--- src/rtl/psd_pkg.sv ---
package psd_pkg;
   localparam int DEF_R_W  = 15;
   localparam int DEF_A_W  = 7;
   localparam int DEF_B_W  = 11;
   localparam int DEF_P_LO = 16;
   localparam int DEF_P_HI = 32;

   typedef enum logic {
      PAIR_LOW  = 1'b0,
      PAIR_HIGH = 1'b1
   } pair_sel_e;
endpackage

--- src/rtl/psd_ref_divider.sv ---
module psd_ref_divider #(
   parameter int R_W = psd_pkg::DEF_R_W
) (
   input  logic           clk,
   input  logic           rst_n,
   input  logic           run,
   input  logic           tick,
   input  logic [R_W-1:0] ratio,
   output logic           pulse
);
   logic [R_W-1:0] cnt;
   logic [R_W-1:0] act;
   logic [R_W-1:0] last_idx;
   logic           term;

   // a ratio of zero is treated as one
   assign last_idx = (act == '0) ? '0 : act - 1'b1;
   assign term     = (cnt == last_idx);

   always_ff @(posedge clk or negedge rst_n) begin
      if (!rst_n) begin
         cnt   <= '0;
         act   <= '0;
         pulse <= 1'b0;
      end else if (!run) begin
         cnt   <= '0;
         act   <= ratio;
         pulse <= 1'b0;
      end else begin
         pulse <= tick && term;
         if (tick) begin
            if (term) begin
               cnt <= '0;
               act <= ratio;
            end else begin
               cnt <= cnt + 1'b1;
            end
         end
      end
   end
endmodule

--- src/rtl/psd_prescaler_model.sv ---
module psd_prescaler_model #(
   parameter int P_LO = psd_pkg::DEF_P_LO,
   parameter int P_HI = psd_pkg::DEF_P_HI
) (
   input  logic clk,
   input  logic rst_n,
   input  logic run,
   input  logic in_tick,
   input  logic hi_pair,
   input  logic mod_up,
   output logic out_tc
);
   localparam int CW = $clog2(P_HI + 2);

   logic [CW-1:0] cnt;
   logic [CW-1:0] modulus;
   logic          term;

   assign modulus = (hi_pair ? CW'(P_HI) : CW'(P_LO)) + CW'(mod_up);
   assign term    = (cnt == modulus - 1'b1);
   assign out_tc  = run && in_tick && term;

   always_ff @(posedge clk or negedge rst_n) begin
      if (!rst_n) begin
         cnt <= '0;
      end else if (!run) begin
         cnt <= '0;
      end else if (in_tick) begin
         cnt <= term ? '0 : cnt + 1'b1;
      end
   end
endmodule

--- src/rtl/psd_swallow_divider.sv ---
module psd_swallow_divider #(
   parameter int A_W = psd_pkg::DEF_A_W,
   parameter int B_W = psd_pkg::DEF_B_W
) (
   input  logic           clk,
   input  logic           rst_n,
   input  logic           run,
   input  logic           pre_tc,
   input  logic [A_W-1:0] a_in,
   input  logic [B_W-1:0] b_in,
   input  logic           psel_in,
   output logic           mod_up,
   output logic           psel_act,
   output logic           pulse,
   output logic           cfg_err
);
   logic [A_W-1:0] sw;
   logic [B_W-1:0] mc;
   logic [A_W-1:0] a_act;
   logic [B_W-1:0] b_act;
   logic [B_W-1:0] b_last;
   logic           term;

   assign b_last  = (b_act == '0) ? '0 : b_act - 1'b1;
   assign term    = (mc == b_last);
   assign mod_up  = (sw != '0);
   assign cfg_err = (B_W'(a_act) > b_act);

   always_ff @(posedge clk or negedge rst_n) begin
      if (!rst_n) begin
         sw       <= '0;
         mc       <= '0;
         a_act    <= '0;
         b_act    <= '0;
         psel_act <= 1'b0;
         pulse    <= 1'b0;
      end else if (!run) begin
         sw       <= a_in;
         mc       <= '0;
         a_act    <= a_in;
         b_act    <= b_in;
         psel_act <= psel_in;
         pulse    <= 1'b0;
      end else begin
         pulse <= pre_tc && term;
         if (pre_tc) begin
            if (term) begin
               mc       <= '0;
               sw       <= a_in;
               a_act    <= a_in;
               b_act    <= b_in;
               psel_act <= psel_in;
            end else begin
               mc <= mc + 1'b1;
               if (sw != '0) sw <= sw - 1'b1;
            end
         end
      end
   end
endmodule

--- src/rtl/pulse_swallow_divider.sv ---
module pulse_swallow_divider #(
   parameter int R_W          = psd_pkg::DEF_R_W,
   parameter int A_W          = psd_pkg::DEF_A_W,
   parameter int B_W          = psd_pkg::DEF_B_W,
   parameter int P_LO         = psd_pkg::DEF_P_LO,
   parameter int P_HI         = psd_pkg::DEF_P_HI,
   parameter bit USE_PRESCALER_MODEL = 1'b1
) (
   input  logic           clk,
   input  logic           rst_n,
   input  logic           pll_en,
   input  logic           ref_tick,
   input  logic           lo_tick,
   input  logic [R_W-1:0] r_ratio,
   input  logic [A_W-1:0] a_count,
   input  logic [B_W-1:0] b_count,
   input  logic           pair_sel,
   output logic           ref_pulse,
   output logic           lo_pulse,
   output logic           mod_ctl,
   output logic           cfg_err
);
   generate
      if (R_W < 1 || A_W < 1 || B_W < 1) begin : g_bad_width
         $error("divider widths must be at least one bit");
      end
      if (A_W > B_W) begin : g_bad_ab
         $error("swallow counter must not be wider than main counter");
      end
      if (P_LO < 2 || P_HI <= P_LO) begin : g_bad_pair
         $error("modulus pair values must satisfy 2 <= P_LO < P_HI");
      end
   endgenerate

   logic pre_tc;
   logic psel_act;

   psd_ref_divider #(.R_W(R_W)) u_ref (
      .clk   (clk),
      .rst_n (rst_n),
      .run   (pll_en),
      .tick  (ref_tick),
      .ratio (r_ratio),
      .pulse (ref_pulse)
   );

   generate
      if (USE_PRESCALER_MODEL) begin : g_model
         psd_prescaler_model #(.P_LO(P_LO), .P_HI(P_HI)) u_pre (
            .clk     (clk),
            .rst_n   (rst_n),
            .run     (pll_en),
            .in_tick (lo_tick),
            .hi_pair (psel_act),
            .mod_up  (mod_ctl),
            .out_tc  (pre_tc)
         );
      end else begin : g_external
         assign pre_tc = pll_en && lo_tick;
      end
   endgenerate

   psd_swallow_divider #(.A_W(A_W), .B_W(B_W)) u_swl (
      .clk      (clk),
      .rst_n    (rst_n),
      .run      (pll_en),
      .pre_tc   (pre_tc),
      .a_in     (a_count),
      .b_in     (b_count),
      .psel_in  (pair_sel),
      .mod_up   (mod_ctl),
      .psel_act (psel_act),
      .pulse    (lo_pulse),
      .cfg_err  (cfg_err)
   );
endmodule

--- config.mk ---
export PLATFORM = sky130hd
export DESIGN_NAME = pulse_swallow_divider
export DESIGN_NICKNAME = d
export VERILOG_FILES = /design/src/rtl/psd_pkg.sv /design/src/rtl/psd_ref_divider.sv /design/src/rtl/psd_prescaler_model.sv /design/src/rtl/psd_swallow_divider.sv /design/src/rtl/pulse_swallow_divider.sv
export SDC_FILE = /design/constraint.sdc
export NUM_CORES = 1
export LEC_CHECK = 0
export ABC_AREA = 0
export BUFFER_PORTS_ARGS = -buffer_cell sky130_fd_sc_hd__buf_2
export CELL_PAD_IN_SITES_DETAIL_PLACEMENT = 0
export CELL_PAD_IN_SITES_GLOBAL_PLACEMENT = 1
export CORE_MARGIN = 5
export CORE_UTILIZATION = 43
export DETAILED_ROUTE_END_ITERATION = 10
export PLACE_DENSITY_LB_ADDON = 0.3
export SYNTH_ARGS = -nofsm -noshare
export SYNTH_HDL_FRONTEND = slang
export SYNTH_SLANG_ARGS = --single-unit
--- constraint.sdc ---
create_clock -name clk -period 5.75 [get_ports clk]
set_clock_uncertainty 0.2 [all_clocks]
set_input_delay 0.575 -clock clk [delete_from_list [all_inputs] [get_ports clk]]
set_output_delay 0.575 -clock clk [all_outputs]
set_load 0.01 [all_outputs]
==> impl_metrics.py <==
metrics = {
    "status": {
        "outcome": "finished, final reports clean",
    },
    "final_layout": {
        "area_growth_syn_to_layout_pct": 10.7,
        "design_area_sq_mm": 0.00574,
        "regArea_sq_mm": 0.00188,
        "mostFrequentLayoutCells": "dfrtp_1, nand2_1, nor2_1, buf_2, o21ai_0",
        "fillers": 1172,
        "nets": 665,
        "multi_input_area_sq_mm": 0.00301,
        "n_antenna_cell": 0,
        "layout-drive-gt1-share_pct": 15.5,
        "layout_commonest_cell": "dfrtp_1",
    },
    "grt": {
        "globalRouteOverflowTotal": 0,
        "grt_pass1_wl_um": 22200,
        "grt_usage_pct": 19.1,
        "grt_max_degree": 76,
        "grt-busiest-layer": "met2",
        "met3_usage_pct": 2.83,
        "grt_pass1_vias": 4570,
        "antenna_found_initial": 0,
        "use_met2_pct": 32.2,
        "grtUsageMet1_pct": 24.1,
    },
    "worst_setup_path": {
        "r2r_cells": 12,
        "end_kind": "register",
        "cp_max_fo": 33,
        "path_class": "reg -> reg",
        "reg2reg_to": "u_swl.a_act[1]$_DFFE_PN0P_",
        "required_ns": 5.78,
        "crit_start": "u_swl.sw[0]$_DFFE_PN0P_",
        "cp-start-kind": "register",
        "reg2reg_slack_ns": 1.34,
        "rr_startpoint": "u_swl.sw[0]$_DFFE_PN0P_",
        "cp_data_arrival_time_ns": 4.44,
    },
    "floorplan": {
        "core_sq_mm": 0.0119,
        "dieArea_sq_mm": 0.0143,
        "io_pins": 43,
        "die_w_um": 120,
        "rows": 40,
        "initial_core_util_pct": 43.5,
        "die_h_um": 120,
    },
    "placement": {
        "io_buffer_count": 42,
        "place.gp.congestion": 0.937,
        "place_ws_ns": 1.34,
        "place_area_sq_mm": 0.00545,
        "dp_hpwl_um": 9480,
    },
    "clocking": {
        "hold_buffers": 0,
        "clk_pin_slew_worst_paths_ns": 0.06,
        "cts_max_path_buffers": 2,
        "cts_made_buffers": 9,
        "post_cts_buffers": 0,
        "htreeDepth": 3,
        "cts-root-buf": "clkbuf_16",
        "clkSinkCount": 75,
        "cts_tree": "done",
        "clk_latency_ns": 0.34,
        "cts_resized": 0,
    },
    "sta": {
        "post-route-min-period_ns": 4.41,
        "hold_slack_ns": 0.172,
        "setup_ws_ns": 1.34,
        "timing.fmax_mhz": 227,
        "final_max_slew_viol_count": 0,
        "worst_pin_slew_ns": 0.983,
        "setup_viol": 0,
        "setup_tns_ns": 0,
        "slew_headroom_pct": 34.4,
        "timing.final.crit_share_pct": 76.7,
        "hold_viol": 0,
        "rsz0062_at_grt": "no",
    },
    "power": {
        "ir_drop_v": 0.000141,
        "p_leak_nw": 2.43,
        "power.density_mw_per_mm2": 249,
    },
    "synthesis": {
        "synth_seq_cells": 75,
        "yosysWarnings": 0,
        "synth_area_sq_mm": 0.00518,
        "synth-edff-count": 0,
        "synthDistinctLibCells": 65,
        "syn_avg_cell_area_sq_um": 8.78,
        "ys_seq_area_share_pct": 36.2,
        "syn-instance-count": 590,
        "synth_ff_type": "dfrtp_1",
        "synthArstFlopShare_pct": 100,
        "synth_nets": 644,
    },
    "drt": {
        "wl_per_cell_um": 16.9,
        "dr.pass1.iters": 5,
        "drc": 0,
        "routed_wl_um": 12900,
        "drtIter0Drc": 361,
        "vias_per_cell": 5.94,
        "via_count": 4524,
        "final_antenna_net_count": 0,
    },
    "flow_run": {
        "drv_cap": 0,
    },
    "worst_hold_path": {
        "min_path_type": "in -> async",
    },
}
## layout make-up
type,instances,share of cell area (%)
multi-input cells,447,52.5
flip-flops and latches,75,32.7
repair buffers,49,4.62
clock buffers,10,4.17
well taps,147,3.21
inverters,29,1.90
clock inverters,4,0.894
## report_power, final
group	total (mW)	switching (mW)	internal [mW]
Clock	0.570	0.226	0.344
Sequential	0.609	0.0485	0.560
Combinational	0.248	0.137	0.111
Total	1.43	0.411	1.01
## state kept, by name, summed over array words and instances, names as in the netlist
signal	count
u_swl.psel_act	1
u_swl.a_act	7
u_swl.sw	7
g_model.u_pre.cnt	6
u_swl.pulse	1
u_ref.cnt	15
u_ref.pulse	1
u_swl.mc	11
u_swl.b_act	11
u_ref.act	15
## layer usage
layer | vias up | part of all wire (%)
li1 | 2220 | -
met1 | 2162 | 45
met2 | 113 | 49
met3 | 29 | 3.6
met4 | 0 | 2.9
met5 | - | 0
## metrics by stage
| step | instances | power (mW) | utilization (%) |
|---|---|---|---|
| after global placement | 747 | 0.860 | 45.7 |
| after global routing | 761 | 1.51 | 48.2 |
| after detailed placement | 747 | 0.867 | 45.7 |
| after floorplan | 590 | 0.790 | - |
| final | 761 | 1.43 | 48.2 |
| after CTS | 761 | 1.45 | 48.2 |
## logic make-up after synthesis
| kind of cell | after synthesis | share of synthesized area [%] |
|---|---|---|
| and+or+nand+nor | 232 | 23.8 |
| AOI/OAI and AO/OA | 138 | 18.3 |
| DFF | 75 | 36.2 |
| buffers and inverters | 68 | 5.67 |
| xor gates and xnor gates | 33 | 6.13 |
| muxes | 29 | 6.18 |
| adders and majority gates | 15 | 3.62 |
## worst max path at each step
stage | to | depth (start not counted)
floorplan | u_swl.a_act[1]$_DFFE_PN0P_ | 13
detailed placement | u_swl.a_act[5]$_DFFE_PN0P_ | 12
finish | u_swl.a_act[1]$_DFFE_PN0P_ | 12
CTS | u_swl.a_act[5]$_DFFE_PN0P_ | 12
global placement | u_swl.psel_act$_DFFE_PN0P_ | 12
global route | u_swl.a_act[1]$_DFFE_PN0P_ | 12
## cell usage after synthesis (3+ instances only)
library cell  number  area [sq um]
nor4_1            15          93.8
a21oi_1           22           110
nor2b_1           10          62.6
buf_2              7          35.0
nand3b_1           3          22.5
a211o_1            3          26.3
xor2_1            15           131
clkbuf_1          28           105
or2_2              3          18.8
or3_1             10          62.6
buf_6              4          45.0
mux2_2            22           248
and3_1            15          93.8
o21ai_0           38           190
o31ai_1            5          37.5
a31oi_1           19           119
o311ai_0           4          35.0
o211a_1            3          30.0
xnor2_1           16           140
a32oi_1            3          26.3
nor3_1            16          80.1
o31a_1             3          26.3
or4_1              8          60.1
inv_1             27           101
nand3_1           23           115
nand4_1           15          93.8
nor3b_1            6          45.0
o211ai_1           3          22.5
nand2b_1           7          43.8
a21o_1             3          22.5
o22ai_1            7          43.8
dfrtp_1           75          1880
ha_1              15           188
mux2i_1            5          50.1
nand2_1           48           180
nor4b_1            6          52.6
nor2_1            41           154
## critical path, cell delays in order (launching register included)
cell     delay, ns
dfrtp_1       0.41
inv_1         0.07
ha_1          0.20
or4b_2        0.65
nor2_1        0.38
inv_1         0.15
ha_1          0.31
xor2_1        0.14
a211o_1       0.30
or2_2         0.42
o41ai_4       0.31
buf_4         0.38
mux2_2        0.38
Power figures use the tool's default switching activity.
